===== src/rtl/smc_pkg.sv =====
package smc_pkg;

  // Full-register access encoding
  localparam logic [1:0] FULL_OP0 = 2'b11;
  localparam logic [2:0] FULL_OP1 = 3'b011;
  localparam logic [3:0] FULL_CRN = 4'b0100;
  localparam logic [3:0] FULL_CRM = 4'b0010;
  localparam logic [2:0] FULL_OP2 = 3'b010;

  // Immediate-form encoding (CRm carries selector and value)
  localparam logic [1:0] IMM_OP0 = 2'b00;
  localparam logic [2:0] IMM_OP1 = 3'b011;
  localparam logic [3:0] IMM_CRN = 4'b0100;
  localparam logic [2:0] IMM_OP2 = 3'b011;

  // CRm[3:1] selectors for the immediate form
  localparam logic [2:0] SEL_MODE = 3'b001;
  localparam logic [2:0] SEL_EN   = 3'b010;
  localparam logic [2:0] SEL_BOTH = 3'b011;

  typedef struct packed {
    logic rd_hit;   // recognised read of the full register
    logic wr_full;  // recognised full write
    logic wr_imm;   // recognised immediate write
    logic upd_mode; // mode bit is written
    logic upd_en;   // enable bit is written
    logic val_mode; // value for mode bit
    logic val_en;   // value for enable bit
  } smc_dec_t;

  function automatic logic is_full_enc(input logic [1:0] op0, input logic [2:0] op1,
                                       input logic [3:0] crn, input logic [3:0] crm,
                                       input logic [2:0] op2);
    return (op0 == FULL_OP0) && (op1 == FULL_OP1) && (crn == FULL_CRN) &&
           (crm == FULL_CRM) && (op2 == FULL_OP2);
  endfunction

  function automatic logic is_imm_space(input logic [1:0] op0, input logic [2:0] op1,
                                        input logic [3:0] crn, input logic [2:0] op2);
    return (op0 == IMM_OP0) && (op1 == IMM_OP1) && (crn == IMM_CRN) && (op2 == IMM_OP2);
  endfunction

  function automatic logic sel_hits_mode(input logic [2:0] sel);
    return (sel == SEL_MODE) || (sel == SEL_BOTH);
  endfunction

  function automatic logic sel_hits_en(input logic [2:0] sel);
    return (sel == SEL_EN) || (sel == SEL_BOTH);
  endfunction

  // Read image: zero-extend {enable, mode}
  function automatic logic [63:0] read_image(input logic mode, input logic en);
    return {62'd0, en, mode};
  endfunction

endpackage


===== src/rtl/smc_decode.sv =====
module smc_decode
  import smc_pkg::*;
(
  input  logic        valid,
  input  logic        write,
  input  logic [1:0]  op0,
  input  logic [2:0]  op1,
  input  logic [3:0]  crn,
  input  logic [3:0]  crm,
  input  logic [2:0]  op2,
  input  logic [1:0]  src_bits,
  output smc_dec_t    dec
);

  logic full_enc;
  logic imm_space;
  logic imm_sel_mode;
  logic imm_sel_en;

  always_comb begin
    full_enc     = is_full_enc(op0, op1, crn, crm, op2);
    imm_space    = is_imm_space(op0, op1, crn, op2);
    imm_sel_mode = sel_hits_mode(crm[3:1]);
    imm_sel_en   = sel_hits_en(crm[3:1]);

    dec          = '0;
    dec.rd_hit   = valid && !write && full_enc;
    dec.wr_full  = valid && write && full_enc;
    dec.wr_imm   = valid && write && imm_space && (imm_sel_mode || imm_sel_en);

    if (dec.wr_full) begin
      dec.upd_mode = 1'b1;
      dec.upd_en   = 1'b1;
      dec.val_mode = src_bits[0];
      dec.val_en   = src_bits[1];
    end else if (dec.wr_imm) begin
      dec.upd_mode = imm_sel_mode;
      dec.upd_en   = imm_sel_en;
      dec.val_mode = crm[0];
      dec.val_en   = crm[0];
    end
  end

endmodule


===== src/rtl/smc_state.sv =====
module smc_state
  import smc_pkg::*;
(
  input  logic     clk,
  input  logic     rst,
  input  smc_dec_t dec,
  output logic     mode_q,
  output logic     en_q,
  output logic     clear_q
);

  logic mode_d;
  logic en_d;
  logic en_rise;

  always_comb begin
    mode_d  = dec.upd_mode ? dec.val_mode : mode_q;
    en_d    = dec.upd_en   ? dec.val_en   : en_q;
    en_rise = dec.upd_en && dec.val_en && !en_q;
  end

  always_ff @(posedge clk) begin
    if (rst) begin
      mode_q  <= 1'b0;
      en_q    <= 1'b0;
      clear_q <= 1'b0;
    end else begin
      mode_q  <= mode_d;
      en_q    <= en_d;
      clear_q <= en_rise;
    end
  end


  clear_on_rise_chk: assert property (@(posedge clk) disable iff (rst)
    clear_q |-> (en_q && !$past(en_q)));


  no_missed_clear_chk: assert property (@(posedge clk) disable iff (rst)
    (en_q && !$past(en_q)) |-> clear_q);


  mode_hold_chk: assert property (@(posedge clk) disable iff (rst)
    !dec.upd_mode |=> $stable(mode_q));


  en_hold_chk: assert property (@(posedge clk) disable iff (rst)
    !dec.upd_en |=> $stable(en_q));

endmodule


===== src/rtl/smc_vlsel.sv =====
module smc_vlsel #(
  parameter int NORMAL_VL = 256,
  parameter int STREAM_VL = 512,
  parameter int VLW       = 10
) (
  input  logic           mode,
  output logic [VLW-1:0] vec_len
);

  localparam logic [VLW-1:0] NORM_V = VLW'(NORMAL_VL);
  localparam logic [VLW-1:0] STRM_V = VLW'(STREAM_VL);

  generate
    if (NORMAL_VL == STREAM_VL) begin : g_same
      logic unused_mode;
      assign unused_mode = mode;
      assign vec_len = NORM_V;
    end else begin : g_mux
      assign vec_len = mode ? STRM_V : NORM_V;
    end
  endgenerate

endmodule


===== src/rtl/smc_ctrl.sv =====
module smc_ctrl
  import smc_pkg::*;
#(
  parameter int NORMAL_VL = 256,
  parameter int STREAM_VL = 512,
  localparam int VLMAX    = (NORMAL_VL > STREAM_VL) ? NORMAL_VL : STREAM_VL,
  localparam int VLW      = $clog2(VLMAX + 1)
) (
  input  logic           clk,
  input  logic           rst,
  input  logic           acc_valid,
  input  logic           acc_write,
  input  logic [1:0]     acc_op0,
  input  logic [2:0]     acc_op1,
  input  logic [3:0]     acc_crn,
  input  logic [3:0]     acc_crm,
  input  logic [2:0]     acc_op2,
  input  logic [63:0]    wr_data,
  output logic           rd_hit,
  output logic [63:0]    rd_data,
  output logic           streaming,
  output logic           matrix_en,
  output logic           clear_req,
  output logic [VLW-1:0] vec_len
);

  smc_dec_t dec;
  logic     mode_q;
  logic     en_q;
  logic     clear_q;
  logic     unused_wr_hi;

  // Only operand bits [1:0] carry state; the rest are discarded.
  assign unused_wr_hi = ^wr_data[63:2];

  smc_decode u_dec (
    .valid    (acc_valid),
    .write    (acc_write),
    .op0      (acc_op0),
    .op1      (acc_op1),
    .crn      (acc_crn),
    .crm      (acc_crm),
    .op2      (acc_op2),
    .src_bits (wr_data[1:0]),
    .dec      (dec)
  );

  smc_state u_state (
    .clk     (clk),
    .rst     (rst),
    .dec     (dec),
    .mode_q  (mode_q),
    .en_q    (en_q),
    .clear_q (clear_q)
  );

  smc_vlsel #(
    .NORMAL_VL (NORMAL_VL),
    .STREAM_VL (STREAM_VL),
    .VLW       (VLW)
  ) u_vl (
    .mode    (mode_q),
    .vec_len (vec_len)
  );

  assign rd_hit    = dec.rd_hit;
  assign rd_data   = dec.rd_hit ? read_image(mode_q, en_q) : 64'd0;
  assign streaming = mode_q;
  assign matrix_en = en_q;
  assign clear_req = clear_q;


  one_kind_chk: assert property (@(posedge clk) disable iff (rst)
    $onehot0({dec.rd_hit, dec.wr_full, dec.wr_imm}));


  read_image_chk: assert property (@(posedge clk) disable iff (rst)
    rd_hit |-> (rd_data[63:2] == 62'd0 && rd_data[0] == streaming && rd_data[1] == matrix_en));

endmodule


===== config.mk =====
export PLATFORM = sky130hd
export DESIGN_NAME = smc_ctrl
export DESIGN_NICKNAME = d
export VERILOG_FILES = /design/src/rtl/smc_pkg.sv /design/src/rtl/smc_decode.sv /design/src/rtl/smc_state.sv /design/src/rtl/smc_vlsel.sv /design/src/rtl/smc_ctrl.sv
export SDC_FILE = /design/constraint.sdc
export NUM_CORES = 1
export LEC_CHECK = 0
export ABC_AREA = 1
export CAP_MARGIN = 0
export CORE_MARGIN = 2
export CORE_UTILIZATION = 22
export DETAILED_ROUTE_END_ITERATION = 16
export GPL_TIMING_DRIVEN = 1
export PLACE_DENSITY = 0.89
export SYNTH_ARGS = -nofsm -noshare
export SYNTH_HDL_FRONTEND = slang
export SYNTH_SLANG_ARGS = --single-unit

===== constraint.sdc =====
create_clock -name clk -period 1 [get_ports clk]
set_input_delay 0.1 -clock clk [delete_from_list [all_inputs] [get_ports clk]]
set_output_delay 0.1 -clock clk [all_outputs]
set_load 0.005 [all_outputs]

## Yosys cells after proc, flatten, opt, wreduce, memory -nomap -nowiden

Index checks and enable logic that the tools add are counted.

| operators by class | value |
|---|---|
| eq/ne operators | 9 |
| muxes and demuxes | 4 |
| reductions and logical operators | 21 |

Operator list:

| operator | count |
|---|---|
| $eq A3 B2 Y1 const B | 5 |
| $logic_and A1 B1 Y1 | 15 |
| $mux W10 | 1 |
| $mux W4 | 2 |
| $eq A4 B2 Y1 const B | 1 |
| $eq A4 B3 Y1 const B | 1 |
| $eq A3 B1 Y1 const B | 1 |
| $logic_or A1 B1 Y1 | 3 |
| $eq A2 B2 Y1 const B | 1 |
| $logic_not A1 Y1 | 2 |
| $logic_not A2 Y1 | 1 |
| $mux W2 | 1 |

| word-level totals | value |
|---|---|
| register bits after elaboration | 3 |
| input bits | 84 |
| output and inout bits | 78 |

## Logic depth before layout (Yosys ltp)

Gate-level depths: netlist of the first run.

| logic depth | value |
|---|---|
| depth after elaboration | 10 |
| gate-level depth with buffers | 10 |
| mapped depth without buffers | 10 |

## Cells and area by module

From an unflattened synthesis of the first run, not the netlist that was laid out.

| unflattened totals | value |
|---|---|
| cells, all modules | 131 |
| area total of the unflattened synthesis | 864.6 sq um |

Modules (own cells, without submodules):

| module | times used | cells an instance | area an instance (sq um) | sequential area each (sq um) |
|---|---|---|---|---|
| smc_ctrl | 1 | 67 | 484.2 | 0.0 |
| smc_decode | 1 | 41 | 196.4 | 0.0 |
| smc_state | 1 | 12 | 108.9 | 60.1 |
| smc_vlsel | 1 | 11 | 75.1 | 0.0 |

## Worst setup path before layout of the first run

OpenSTA, ideal clock, no wires.

| timing | value |
|---|---|
| path type | input-to-reg |
| from | input port acc_op1[2] |
| to | register u_state.mode_q |
| arrival time | 0.772 ns |
| slack | 0.116 ns |
| cell stages on the path | 8 |
| path buffers | 0 |
| path through | nor2_1 > nand2_1 > nor2_8 > nand2_2 > nor2_4 > nor2_1 > nor2_1 > nor2_1 |

| between the ends | value |
|---|---|
| word-level cells in the longest chain between the ends | 8 |
| elaborated cells between the ends (all ways) | 13 |

Ends and longest elaborated chain:

| item | RTL line | RTL |
|---|---|---|
| from (decl) | smc_ctrl.sv:14 | `input logic [2:0] acc_op1,` |
| $eq A3 B2 Y1 (*) | smc_pkg.sv:34, smc_pkg.sv:40 |  |
| $logic_and A1 B1 Y1 (3 in series) | smc_pkg.sv:40 | `return (op0 == IMM_OP0) && (op1 == IMM_OP1) && (crn == IMM_CRN) && (op2 == IMM_OP2);` |
| $logic_and A1 B1 Y1 (2 in series) | smc_decode.sv:29 | `dec.wr_imm = valid && write && imm_space && (imm_sel_mode \|\| imm_sel_en);` |
| $mux W4 | smc_decode.sv:36 | `end else if (dec.wr_imm) begin` |
| $mux W4 (*) | smc_decode.sv:31 | `if (dec.wr_full) begin` |
| to (signal assigned) | smc_state.sv:28 | `mode_q <= mode_d;` |
| to (decl) | smc_state.sv:7 | `output logic mode_q,` |

Mark *: on every way between the ends. The rest lies on a longest branch, timed or not.
A chain may end at the register's enable or synchronous reset.

## Final worst setup path of the first run

| timing | value |
|---|---|
| from | input port acc_crn[2] |
| to | register u_state.en_q |

| between the ends | value |
|---|---|
| word-level cells in the longest chain between the ends | 7 |
| elaborated cells between the ends (all ways) | 11 |

Ends and longest elaborated chain:

| item | RTL line | RTL |
|---|---|---|
| from (decl) | smc_ctrl.sv:15 | `input logic [3:0] acc_crn,` |
| $eq A4 B3 Y1 (*) | smc_pkg.sv:34, smc_pkg.sv:40 |  |
| $logic_and A1 B1 Y1 (2 in series) | smc_pkg.sv:40 |  |
| $logic_and A1 B1 Y1 (2 in series) | smc_decode.sv:29 |  |
| $mux W4 | smc_decode.sv:36 |  |
| $mux W4 (*) | smc_decode.sv:31 |  |
| to (signal assigned) | smc_state.sv:29 | `en_q <= en_d;` |
| to (decl) | smc_state.sv:8 | `output logic en_q,` |

Marked as above.

==> flow_summary.toml, run 1 <==
[power_and_ir_drop]
ir_worst_vdd_v = 0.000331
leakage_nw = 0.744
power_density_mw_per_mm2 = 581

[worst_setup_path]
required_ns = 1.11
crit_buf_inv = 2
cp_top_family = "simple AND/OR/NAND/NOR gates"
slowest_stage = "clkdlybuf4s15_1"
crit_path_end_kind = "flip-flop"
cp_common_cell = "nor2_1"
startpoint = "acc_crn[2]"
r2r_slack_ns = 0.20
r2r-start = "u_state.en_q"
path_max_fanout = 5
crit_chain = "clkdlybuf4s15_1, nand2_4, nor2_8, buf_6, nand3_1, nand2_1, nor2_1, nor2_2, nor2_1"
rr_endpoint = "u_state.en_q"
cp.depth = 9
critPathArrivalTime_ns = 1.07
crit_path_max_incr_delay_ns = 0.20
crit_type = "input port to flip-flop"
rr_worst_depth = 5
crit_end = "u_state.en_q"
start_kind = "input port"

[outcome]
outcome = "complete, no violations"

[detailed_routing]
firstDrtPassIters = 6
route.detailed.wl_per_inst_um = 8.63
finalWirelength_um = 2140
viasPerCell = 3.36
ant_nets = 0
first_iter_violations = 24
route.detailed.drc = 0
vias = 833

[synthesis]
synth.top_cells.by_count = "71 x buf_4, 20 x nor2_1, 15 x inv_1, 15 x nand2_1, 7 x nand3_1"
yosysTopAreaCell = "buf_4"
synth_ff_type = "dfxtp_1"
synth_edf_count = 0
yosys_register_bits = 3
synth_top_area_share_pct = 56.2
yosysSeqAreaShare_pct = 6.33
yosysMostFrequentCell = "buf_4"
netlist_area_um2 = 948
synthArstFlopShare_pct = 0
netlist_top_cells_area = "buf_4 56%, nor2_1 7.9%, dfxtp_1 6.3%, inv_1 5.9%, nand2_1 5.9%"
syn_area_per_cell_um2 = 6.37
syn_inst = 149
yosys_warnings = 0
synth.distinct_cells = 16

[finish]
fin_area_mm2 = 0.00129
nNetsFinal = 283
fill_cells = 446
n_antenna_cell = 0
syn_to_final_growth_pct = 36.5
drive_gt1_share_pct = 41.9

[timing]
setup_violations = 0
finalCriticalPeriod_ns = 0.967
fin_crit_sh_pct = 96.7
finClkSkew_ns = 0.00280
hold_viol_final = 0
max_freq_mhz = 1030
worst_slack_ns = 0.0329
rsz0062_at_grt = "true"
hold_slack_ns = 0.368
report.final.slew_viol_count = 0

[global_route]
grt_pass1_wl_um = 3040
grt_pass1_vias = 731
antenna_found_initial = 0
grt_usage_pct = 7.70
grt-ovfl-total = 0
grt_max_degree = 8

[run]
maxCapViolCount = 0

[floorplan]
die_area_mm2 = 0.00485
coreArea_mm2 = 0.00409
die_w_um = 69.7
start_util_pct = 23.2
num_io_pins = 162
die_h_um = 69.7
num_rows = 23

[clocking]
cts_buffer_depth = 2
clk_latency_ns = 0.22
ctsHoldBuffers = 0
clk_pin_slew_ns = 0.03
cts_htree_levels = 1
numCtsBuffers = 3
clockRootBuffer = "clkbuf_8"
cts_tree = "done"
cts_num_sinks = 3

[placed_design]
dpl_cell_area_mm2 = 0.00114
portBuffers = 29
dp_slack_ns = -0.784
hpwl_um = 1690
place_congestion = 0.726

[min_path]
hold_start = "acc_crm[2]"
min_path_type = "input port to flip-flop"
holdPathStages = 5
## layout make-up
type                    instances  area (µm²)  share of cell area, %
well taps                      50        62.6                   4.83
multi-input cells             128         684                   52.9
clock buffers                   4        45.0                   3.48
repair buffers                 47         375                   29.0
flip-flops and latches          3        62.6                   4.83
inverters                      16        65.1                   5.02
## flip-flops by register name (all words and copies together), names as in the netlist
name / cells
u_state.clear_q: 1
u_state.en_q: 1
u_state.mode_q: 1
## how the worst min path moves through the flow
stage | to | slack [ns]
detailed placement | u_state.clear_q | 0.63
global route | u_state.clear_q | 0.40
floorplan | u_state.en_q | 0.17
CTS | u_state.clear_q | 0.31
global placement | u_state.clear_q | 0.61
finish | u_state.clear_q | 0.37
## placed cells by master, fill, tap and decap left out, drive strengths merged
| cell type | Yosys | routed |
|---|---|---|
| nor2 | 26 | 26 |
| conb | 1 | 70 |
| nand3 | 7 | 7 |
| clkdlybuf4s15 | 0 | 4 |
| dlygate4sd2 | 0 | 2 |
| clkbuf | 0 | 5 |
| a21oi | 1 | 1 |
| nand2 | 20 | 20 |
| nor3b | 1 | 1 |
| inv | 16 | 16 |
| dfxtp | 3 | 3 |
| clkdlybuf4s50 | 0 | 3 |
| buf | 71 | 37 |
| nand4 | 2 | 2 |
| o21bai | 1 | 1 |
## where the power goes
| part | switching, W | internal (W) | total, W |
|---|---|---|---|
| clock network | 0.0000900 | 0.000273 | 0.000363 |
| logic | 0.000160 | 0.000109 | 0.000269 |
| registers | 0.000000000855 | 0.000120 | 0.000120 |
## what timing repair did
action	CTS	global route
gates resized for setup	105	32
pin swaps	28	30
buffers inserted	6	1
setup endpoints to repair	11	6
## layer usage
metal | share of wire (%) | global-route usage [%] | up-vias | routed length, µm
met1 | 28 | 6.31 | 382 | 600
met2 | 61 | 16.3 | 49 | 1310
met4 | 0.98 | 2.56 | 0 | 21
met5 | 0 | 0 | - | 0
met3 | 9.7 | 2.76 | 2 | 207
li1 | - | - | 400 | -
## kinds of logic (layout without fill, tap and decap cells)
kind of cell	after synthesis	after routing	share of synthesized area, %
other	1	70	0.395
DFF	3	3	6.33
AOI/OAI and AO/OA	2	2	1.32
and+or+nand+nor	56	56	29.4
buffers and inverters	87	67	62.5
## metrics by stage
| stage | setup TNS (ns) | power (W) | std cells | utilization (%) |
|---|---|---|---|---|
| detailed placement | -3.82 | 0.000352 | 241 | 27.9 |
| floorplan | 0 | 0.000424 | 218 | - |
| global placement | -3.66 | 0.000347 | 241 | 27.9 |
| finish | 0 | 0.000753 | 248 | 31.7 |
| CTS | 0 | 0.000727 | 249 | 29.5 |
| global route | -0.0604 | 0.000797 | 248 | 31.7 |
## worst min-delay path: cells and delay by family
kind            cells  cell delay [ns]
buf+inv             2             0.20
simple gates        2             0.17
compound gates      1             0.07
Note: power is estimated with default switching activity, not from simulation.
==> run 2: changes to the inputs <==
--- a/config.mk
+++ b/config.mk
@@ -7,11 +7,12 @@
 export LEC_CHECK = 0
 export ABC_AREA = 1
 export CAP_MARGIN = 0
-export CORE_MARGIN = 2
-export CORE_UTILIZATION = 22
+export CORE_AREA = 2 2 62 64
 export DETAILED_ROUTE_END_ITERATION = 16
+export DIE_AREA = 0 0 64 66
+export DONT_BUFFER_PORTS = 1
 export GPL_TIMING_DRIVEN = 1
-export PLACE_DENSITY = 0.89
+export PLACE_DENSITY = 0.46
 export SYNTH_ARGS = -nofsm -noshare
 export SYNTH_HDL_FRONTEND = slang
 export SYNTH_SLANG_ARGS = --single-unit
==> run 2 against run 1 <==
  * Sequential share of layout area is 3.0 points higher
  * Via count is 25% lower
  * Worst hold slack lost 0.34 ns
  * Clock power shrank 41%
  * Final area is 40% lower
  * Routed wire length down 33%
  * Largest cell class unchanged
==> flow_summary.toml, run 2 (synthesis results as in run 1) <==
[outcome]
outcome = "complete, no violations"

[floorplan]
die_w_um = 64
coreArea_mm2 = 0.00355
num_io_pins = 162
num_rows = 22
die_area_mm2 = 0.00422
start_util_pct = 26.7
die_h_um = 66

[finish]
drive_gt1_share_pct = 11.1
final_cell_mix = "70 x conb_1, 20 x nor2_1, 15 x inv_1, 15 x nand2_1, 7 x nand3_1"
nNetsFinal = 238
utilization_pct = 22.0
syn_to_final_growth_pct = -17.8
n_antenna_cell = 0
stdcell_count = 201
fin_area_um2 = 779
reg.largest.list = "u_state.clear_q: 1 flops, u_state.en_q: 1 flops, u_state.mode_q: 1 flops"
mostFrequentLayoutCell = "conb_1"

[global_route]
grt_usage_pct = 5.70
grt_max_degree = 9
grt_pass1_vias = 450
grt_pass1_wl_um = 1870
antenna_found_initial = 0
grt-ovfl-total = 0

[detailed_routing]
ant_nets = 0
route.detailed.drc = 0
first_iter_violations = 16
finalWirelength_um = 1430
vias = 627
firstDrtPassIters = 4
viasPerCell = 3.12
route.detailed.wl_per_inst_um = 7.09

[timing]
max_freq_mhz = 1080
setup_violations = 0
rsz0062_at_grt = "true"
finClkSkew_ns = 0.00000609
worst_slack_ns = 0.0719
finalCriticalPeriod_ns = 0.928
fin_crit_sh_pct = 92.8
report.final.slew_viol_count = 0
hold_viol_final = 0
tns_ns = 0

[worst_setup_path]
crit_chain = "inv_1, nor2_1"
r2r_slack_ns = 0.26
path_max_fanout = 3
crit_path_end_kind = "output port"
required_ns = 0.90
crit_path_max_incr_delay_ns = 0.36
r2r-start = "u_state.mode_q"
start_kind = "flip-flop"
rr_endpoint = "u_state.mode_q"
rr_worst_depth = 4
critPathArrivalTime_ns = 0.83
slowest_stage = "dfxtp_1"
crit_type = "flip-flop to output port"

[clocking]
clk_latency_ns = 0.23
clk_pin_slew_ns = 0.04
numCtsBuffers = 3
cts_tree = "done"
cts_num_sinks = 3
clockRootBuffer = "clkbuf_4"
cts_htree_levels = 1
cts_buffer_depth = 2

[power_and_ir_drop]
power_density_mw_per_mm2 = 583
ir_worst_vdd_v = 0.000275
leakage_nw = 0.477

[placed_design]
placedCellCount = 196
dp_slack_ns = 0.00440
dpl_cell_area_um2 = 742
hpwl_um = 1330
portBuffers = 0
place_congestion = 0.692

[min_path]
holdPathStages = 2
hold_start = "wr_data[1]"
min_to = "u_state.clear_q"
min_path_type = "input port to flip-flop"

[run]
maxCapViolCount = 0
-- run 2: worst max-delay path: cells and delay by family, from the launching register on --
family,cells,cell delay [ns]
buffers and inverters,1,0.07
flip-flops,1,0.36
AND/OR/NAND/NOR,1,0.16
-- run 2: worst max-delay path by stage --
stage	endpoint	startpoint
after floorplan	u_state.mode_q	acc_op1[2]
after global placement	u_state.en_q	acc_op1[2]
after detailed placement	u_state.mode_q	acc_op1[2]
after CTS	rd_data[0]	u_state.mode_q
after global routing	rd_data[1]	acc_op1[2]
final	rd_data[1]	u_state.en_q
-- run 2: area by class of cell --
type / instances / area, µm²
Timing Repair Buffer: 2 / 17.5
Inverter: 16 / 60.1
Multi-Input combinational cell: 128 / 554
Clock buffer: 4 / 26.3
Tap cell: 48 / 60.1
Fill cell: 440 / 2770
Sequential cell: 3 / 61.3
-- run 2: metal layers --
layer | track usage (%) | share of wire [%]
met1 | 5.11 | 28
met2 | 10.9 | 53
met3 | 3.58 | 19
met4 | 0.815 | 0
met5 | 0 | 0
-- run 2: per-stage QoR --
| step | power (W) | hold WS, ns |
|---|---|---|
| after global routing | 0.000505 | 0.0238 |
| final | 0.000454 | 0.0236 |
| after floorplan | 0.000424 | 0.172 |
| after CTS | 0.000461 | 0.0220 |
| after detailed placement | 0.000235 | 0.175 |
| after global placement | 0.000235 | 0.175 |
-- run 2: report_power, final --
group	internal (W)	switching, W
Sequential	0.000120	0.00000000136
Clock	0.000150	0.0000640
Combinational	0.0000239	0.0000964
Total	0.000294	0.000160
-- run 2: repair_timing --
action	CTS	global route
setup buffers	0	0
hold buffers	1	0
endpoints found under the hold margin	1	0
setup endpoints to repair	0	2
resized for setup	0	1
